--- src/rtl/quad_dac_pkg.sv ---
`timescale 1ns/1ps
package quad_dac_pkg;
  // strobes from the frame controller to the setting datapath
  typedef struct packed {
    logic loadShift;  // copy addressed setting into the shift register
    logic shiftEn;    // shift one data bit in, one read-back bit out
    logic commit;     // write the shift register into the addressed setting
    logic restore;    // reload addressed setting from the shadow array
  } dacStrobe_t;
endpackage

--- src/rtl/dac_frame_ctrl.sv ---
`timescale 1ns/1ps
module dac_frame_ctrl
  import quad_dac_pkg::*;
#(
  parameter int ADDR_W = 2,
  parameter int DATA_W = 8,
  parameter int CNT_W  = 4
) (
  input  logic              clk,
  input  logic              rstN,
  input  logic              csIn,
  input  logic              diIn,
  input  logic              progIn,
  output dacStrobe_t        stb,
  output logic              progWr,
  output logic [ADDR_W-1:0] addr,
  output logic              dataWin,
  output logic [CNT_W-1:0]  frameCnt,
  output logic              frameDone
);
  localparam logic [CNT_W-1:0] ADDR_END  = CNT_W'(ADDR_W);
  localparam logic [CNT_W-1:0] DATA_END  = CNT_W'(ADDR_W + DATA_W);
  localparam logic [CNT_W-1:0] FRAME_END = CNT_W'(ADDR_W + DATA_W + 1);

  logic [ADDR_W-1:0] addrR;
  logic [ADDR_W-1:0] addrNext;
  logic              inAddr;

  // merge the bit arriving now into the address being assembled
  always_comb begin
    addrNext = addrR;
    inAddr   = 1'b0;
    for (int i = 0; i < ADDR_W; i++) begin
      if (frameCnt == CNT_W'(i + 1)) begin
        addrNext[i] = diIn;
        inAddr      = 1'b1;
      end
    end
  end

  assign dataWin       = csIn && (frameCnt > ADDR_END) && (frameCnt <= DATA_END);
  assign stb.loadShift = csIn && (frameCnt == ADDR_END);
  assign stb.shiftEn   = dataWin;
  assign stb.commit    = csIn && (frameCnt == FRAME_END);
  assign stb.restore   = !csIn && (frameCnt > ADDR_END);
  assign progWr        = stb.commit && progIn;
  assign addr          = addrNext;

  always_ff @(posedge clk or negedge rstN) begin
    if (!rstN) begin
      frameCnt  <= '0;
      addrR     <= '0;
      frameDone <= 1'b0;
    end else begin
      frameDone <= stb.commit;
      if (!csIn) begin
        frameCnt <= '0;
      end else if (frameCnt == '0) begin
        if (diIn) frameCnt <= CNT_W'(1);
      end else if (frameCnt == FRAME_END) begin
        frameCnt <= '0;
      end else begin
        frameCnt <= frameCnt + CNT_W'(1);
      end
      if (csIn && inAddr) addrR <= addrNext;
    end
  end
endmodule

--- src/rtl/dac_nv_store.sv ---
`timescale 1ns/1ps
module dac_nv_store #(
  parameter int NUM_REGS = 4,
  parameter int DATA_W   = 8,
  parameter int ADDR_W   = 2,
  parameter logic [DATA_W-1:0] RESET_VAL = 'h80
) (
  input  logic              clk,
  input  logic              rstN,
  input  logic              wrEn,
  input  logic [ADDR_W-1:0] addr,
  input  logic [DATA_W-1:0] wrData,
  output logic [DATA_W-1:0] rdData
);
  logic [DATA_W-1:0] cells [NUM_REGS];

  assign rdData = cells[addr];

  always_ff @(posedge clk or negedge rstN) begin
    if (!rstN) begin
      for (int i = 0; i < NUM_REGS; i++) cells[i] <= RESET_VAL;
    end else if (wrEn) begin
      cells[addr] <= wrData;
    end
  end
endmodule

--- src/rtl/dac_shift_path.sv ---
`timescale 1ns/1ps
module dac_shift_path
  import quad_dac_pkg::*;
#(
  parameter int NUM_REGS = 4,
  parameter int DATA_W   = 8,
  parameter int ADDR_W   = 2,
  parameter logic [DATA_W-1:0] RESET_VAL = 'h80
) (
  input  logic                       clk,
  input  logic                       rstN,
  input  logic                       diIn,
  input  dacStrobe_t                 stb,
  input  logic [ADDR_W-1:0]          addr,
  input  logic                       dataWin,
  input  logic [DATA_W-1:0]          nvRd,
  output logic                       doBit,
  output logic [DATA_W-1:0]          shiftOut,
  output logic [NUM_REGS*DATA_W-1:0] dacVal
);
  logic [DATA_W-1:0] setting [NUM_REGS];
  logic [DATA_W-1:0] shiftR;

  assign doBit    = dataWin & shiftR[0];
  assign shiftOut = shiftR;

  always_ff @(posedge clk or negedge rstN) begin
    if (!rstN) begin
      shiftR <= '0;
    end else if (stb.loadShift) begin
      shiftR <= setting[addr];
    end else if (stb.shiftEn) begin
      shiftR <= {diIn, shiftR[DATA_W-1:1]};
    end
  end

  always_ff @(posedge clk or negedge rstN) begin
    if (!rstN) begin
      for (int i = 0; i < NUM_REGS; i++) setting[i] <= RESET_VAL;
    end else if (stb.commit) begin
      setting[addr] <= shiftR;
    end else if (stb.restore) begin
      setting[addr] <= nvRd;
    end
  end

  for (genvar g = 0; g < NUM_REGS; g++) begin : g_out
    assign dacVal[g*DATA_W +: DATA_W] = setting[g];
  end
endmodule

--- src/rtl/quad_dac_serial.sv ---
`timescale 1ns/1ps
module quad_dac_serial
  import quad_dac_pkg::*;
#(
  parameter int NUM_REGS = 4,
  parameter int DATA_W   = 8,
  parameter logic [DATA_W-1:0] RESET_VAL = 'h80
) (
  input  logic                       clk,
  input  logic                       rstN,
  input  logic                       csIn,
  input  logic                       diIn,
  input  logic                       progIn,
  output logic                       doData,
  output logic                       doOe,
  output logic                       frameDone,
  output logic [NUM_REGS*DATA_W-1:0] dacVal
);
  localparam int ADDR_W = $clog2(NUM_REGS);
  localparam int CNT_W  = $clog2(ADDR_W + DATA_W + 2);

  dacStrobe_t        stb;
  logic              progWr;
  logic [ADDR_W-1:0] addr;
  logic              dataWin;
  logic [CNT_W-1:0]  frameCnt;
  logic [DATA_W-1:0] nvRd;
  logic [DATA_W-1:0] shiftOut;

  assign doOe = csIn;

  dac_frame_ctrl #(.ADDR_W(ADDR_W), .DATA_W(DATA_W), .CNT_W(CNT_W)) u_ctrl (
    .clk(clk), .rstN(rstN), .csIn(csIn), .diIn(diIn), .progIn(progIn),
    .stb(stb), .progWr(progWr), .addr(addr), .dataWin(dataWin),
    .frameCnt(frameCnt), .frameDone(frameDone)
  );

  dac_shift_path #(.NUM_REGS(NUM_REGS), .DATA_W(DATA_W), .ADDR_W(ADDR_W),
                   .RESET_VAL(RESET_VAL)) u_path (
    .clk(clk), .rstN(rstN), .diIn(diIn), .stb(stb), .addr(addr),
    .dataWin(dataWin), .nvRd(nvRd), .doBit(doData), .shiftOut(shiftOut),
    .dacVal(dacVal)
  );

  dac_nv_store #(.NUM_REGS(NUM_REGS), .DATA_W(DATA_W), .ADDR_W(ADDR_W),
                 .RESET_VAL(RESET_VAL)) u_nv (
    .clk(clk), .rstN(rstN), .wrEn(progWr), .addr(addr),
    .wrData(shiftOut), .rdData(nvRd)
  );
endmodule

--- config.mk ---
export PLATFORM = sky130hd
export DESIGN_NAME = quad_dac_serial
export DESIGN_NICKNAME = d
export VERILOG_FILES = /design/src/rtl/quad_dac_pkg.sv /design/src/rtl/dac_frame_ctrl.sv /design/src/rtl/dac_nv_store.sv /design/src/rtl/dac_shift_path.sv /design/src/rtl/quad_dac_serial.sv
export SDC_FILE = /design/constraint.sdc
export NUM_CORES = 1
export LEC_CHECK = 0
export ABC_AREA = 0
export BUFFER_PORTS_ARGS = -buffer_cell sky130_fd_sc_hd__buf_4
export CAP_MARGIN = 20
export CORE_MARGIN = 1
export CORE_UTILIZATION = 55
export DETAILED_ROUTE_END_ITERATION = 8
export PLACE_DENSITY = 0.83
export SLEW_MARGIN = 20
export SYNTH_ARGS = -nofsm -noshare
export SYNTH_HDL_FRONTEND = slang
export SYNTH_SLANG_ARGS = --single-unit
--- constraint.sdc ---
create_clock -name clk -period 2.9 [get_ports clk]
set_input_delay 0.87 -clock clk [delete_from_list [all_inputs] [get_ports clk]]
set_output_delay 0.87 -clock clk [all_outputs]
set_load 0.01 [all_outputs]
==> summary.txt <==
Pwr
  • Pwr dens: 782 nW/um^2
  • VDD IR max: about 0.00043 V
  • Cell leakage power: ~2.1 nW

Setup path
  • Worst-path maximum fanout: 14
  • Crit path DAT: 2920 ps
  • Crit start category: flip-flop
  • FF-to-FF path depth: 5
  • Setup CP Type: flip-flop to flip-flop
  • CP Data Required Time: roughly 3100 ps
  • Worst-path cell chain: ha_1 > or3b_1 > mux2_2 > or3_1 > mux2_4
  • Worst path max stage delay: 620 ps
  • Setup crit end kind: flip-flop
  • Slowest cell on the critical path: or3_1

Final layout
  • Most frequent cells in the layout: dfrtp_1 (71), a21oi_1 (57), buf_4 (50), mux2_2 (35)
  • Ant diodes: 0
  • Most common cell after layout, fill and taps aside: dfrtp_1
  • P&R area growth vs syn: 17.3%
  • Final nets: 386
  • Layout cells sized above 1: 31.9%
  • Final Core Density: 68.0%
  • Fill cells: between 400 and 500

Placement
  • HPWL after DPL: 6.15 mm
  • Port bufs: 39
  • Placer Congestion: 0.875

Logic synthesis
  • EDFF count, synth: 0
  • Post-synthesis cell count: 333
  • Async SR Flop Fraction: 100%
  • Mean Syn Cell Area: between 10 and 15 um^2
  • Synth Cell Area: 3770 um^2
  • Most used DFF post-synth: dfrtp_1
  • Seq/Total Area, Yosys: 52.8%
  • YS warnings: 0
  • Number of synthesized register bits: 79
  • Count of different cell masters after synthesis: 42
  • Syn_nets: 342

CTS
  • CTS tree: yes
  • CTS Buf Count: 9
  • CTS max path bufs: 2
  • Worst-path clk slew: 90 ps
  • # Post-CTS Setup Buffers: 0
  • # resized after CTS: 0
  • Hold buffer count at CTS: 0
  • H-tree Lvls: 3
  • Clock Tree Root: clkbuf_8
  • Clk Latency, worst-skew pair: between 300 and 400 ps
  • Clock Sink Count: a little under 80

Drt
  • TritonRoute pass-1 iters: 6
  • DRC: 0
  • DR iter-0 viols: 309
  • Via Count: 2816
  • WL per Instance: just under 20 um
  • Final WL: 8.94 mm
  • Routed vias/inst: 6.14
  • Remaining antenna violation count after routing: 0

Global route
  • First-pass GRT wire length: 14.6 mm
  • Remaining Overflow, GRT: 0
  • Overall Global Routing Usage: 27.2%
  • Largest net degree at the start of global routing: 80
  • Initial antenna violation count: 0
  • Vias in the first global route: 2751

Worst hold path
  • Hold Crit Class: flip-flop to flip-flop
  • Hold depth: 2

Timing
  • Setup repair after global routing missed its margin: false
  • Worst Tran Pin Value: approximately 700 ps
  • Fin. Hold Viols: 0
  • Setup violators final: 0
  • Slew headroom: 51.5%
  • Final TNS setup: 0 ps
  • Tmin final: around 2700 ps
  • F_max: 374 MHz
  • Period Utilization, post-route: 92.3%
  • Final Max Tran Viols: 0
  • Clock skew: 8.49 ps

Die
  • Initial core utilization: 58.0%
  • Core area: 6490 um^2
  • Die area: 7180 um^2
  • Die Wd: between 80 and 90 um
  • Rows: 29
  • Die Ht: ~85 um
  • I/O Pins: 40

Flow run
  • Maximum capacitance violations: 0

Outcome
  • Status: finished, final reports clean
==> power by group <==
group	internal (mW)	switching [mW]	total, mW
clock network	0.579	0.419	0.998
registers	1.27	0.237	1.50
logic	0.424	0.527	0.951
==> cell usage after synthesis, types with 2 or more instances <==
cell type  count  area (um^2)
a21oi_1       57          285
a221o_1        4         40.0
and2_1        10         62.6
and3_1         2         12.5
buf_2          8         40.0
buf_6          3         33.8
clkbuf_1       6         22.5
dfrtp_1       71         1780
dfstp_2        8          210
ha_1           4         50.1
inv_1          4         15.0
mux2_2        35          394
mux2_4         2         30.0
mux2i_1       20          200
nand2_1       24         90.1
nor2_1        24         90.1
nor2b_1        2         12.5
nor3_4         2         32.5
nor3b_1        5         37.5
o21ai_0       11         55.1
o21ai_1        7         35.0
o221ai_1       4         35.0
==> per-layer routing <==
metal | wire length [um] | GRT usage (%)
met1 | 3880 | 38.9
met2 | 4190 | 40.5
met5 | 0 | 0
met3 | 686 | 6.49
met4 | 191 | 10.9
==> path summary, 6_finish.rpt <==
| check | start | to | slack, ps |
|---|---|---|---|
| max in group asynchronous | rstN | u_nv.cells[31] | 2030 |
| worst min-delay path | u_path.dacVal[7] | u_path.dacVal[7] | 490 |
| min in group asynchronous | rstN | u_ctrl.frameCnt[2] | 530 |
| worst min register to register | u_path.dacVal[7] | u_path.dacVal[7] | 490 |
| worst max register to register | u_ctrl.frameCnt[0] | u_path.dacVal[18] | 220 |
| worst max-delay path | u_ctrl.frameCnt[0] | u_path.dacVal[18] | 220 |
==> sequential cells by signal, summed over array words and instances (netlist names) <==
name / cells
u_ctrl.frameDone: 1
u_path.shiftOut: 8
u_path.dacVal: 32
u_ctrl.frameCnt: 4
u_ctrl.addrR: 2
u_nv.cells: 32
==> cells by family (layout without fill, tap and decap cells) <==
kind of cell | Yosys count | count (layout) | share of synthesized area [%]
buf+inv | 22 | 71 | 3.16
compound gates | 87 | 87 | 12.9
flops | 79 | 79 | 52.8
fa+ha+maj | 4 | 4 | 1.33
xor+xnor | 1 | 1 | 0.233
simple gates | 81 | 81 | 12.2
mux | 59 | 59 | 17.5
==> layout make-up <==
| class | count | area [um^2] | share of cell area [%] |
|---|---|---|---|
| inverter | 4 | 15.0 | 0.340 |
| tap | 77 | 96.3 | 2.18 |
| timing repair buffer | 51 | 395 | 8.95 |
| sequential | 79 | 1990 | 45.0 |
| multi-input combinational | 232 | 1680 | 38.0 |
| clock inverter | 6 | 118 | 2.66 |
| clock buffer | 10 | 128 | 2.89 |
==> worst max-delay path, delay by kind of cell, from the launching register on <==
kind | cells | cell delay (ps)
flops | 1 | 550
mux | 2 | 770
fa+ha+maj | 1 | 200
simple gates | 2 | 1050
==> per-stage QoR <==
step / power (mW) / hold WS (ps) / cells / worst slack [ps] / area, um^2
CTS: 3.45 / 494 / 459 / 230 / 4420
global route: 3.62 / 529 / 459 / 80.8 / 4420
finish: 3.45 / 489 / 459 / 223 / 4420
detailed placement: 2.45 / 481 / 443 / 250 / 4170
global placement: 2.42 / 473 / 443 / 323 / 4170
floorplan: 2.03 / 458 / 333 / 125 / 3770
(Power assumes the default switching activity.)
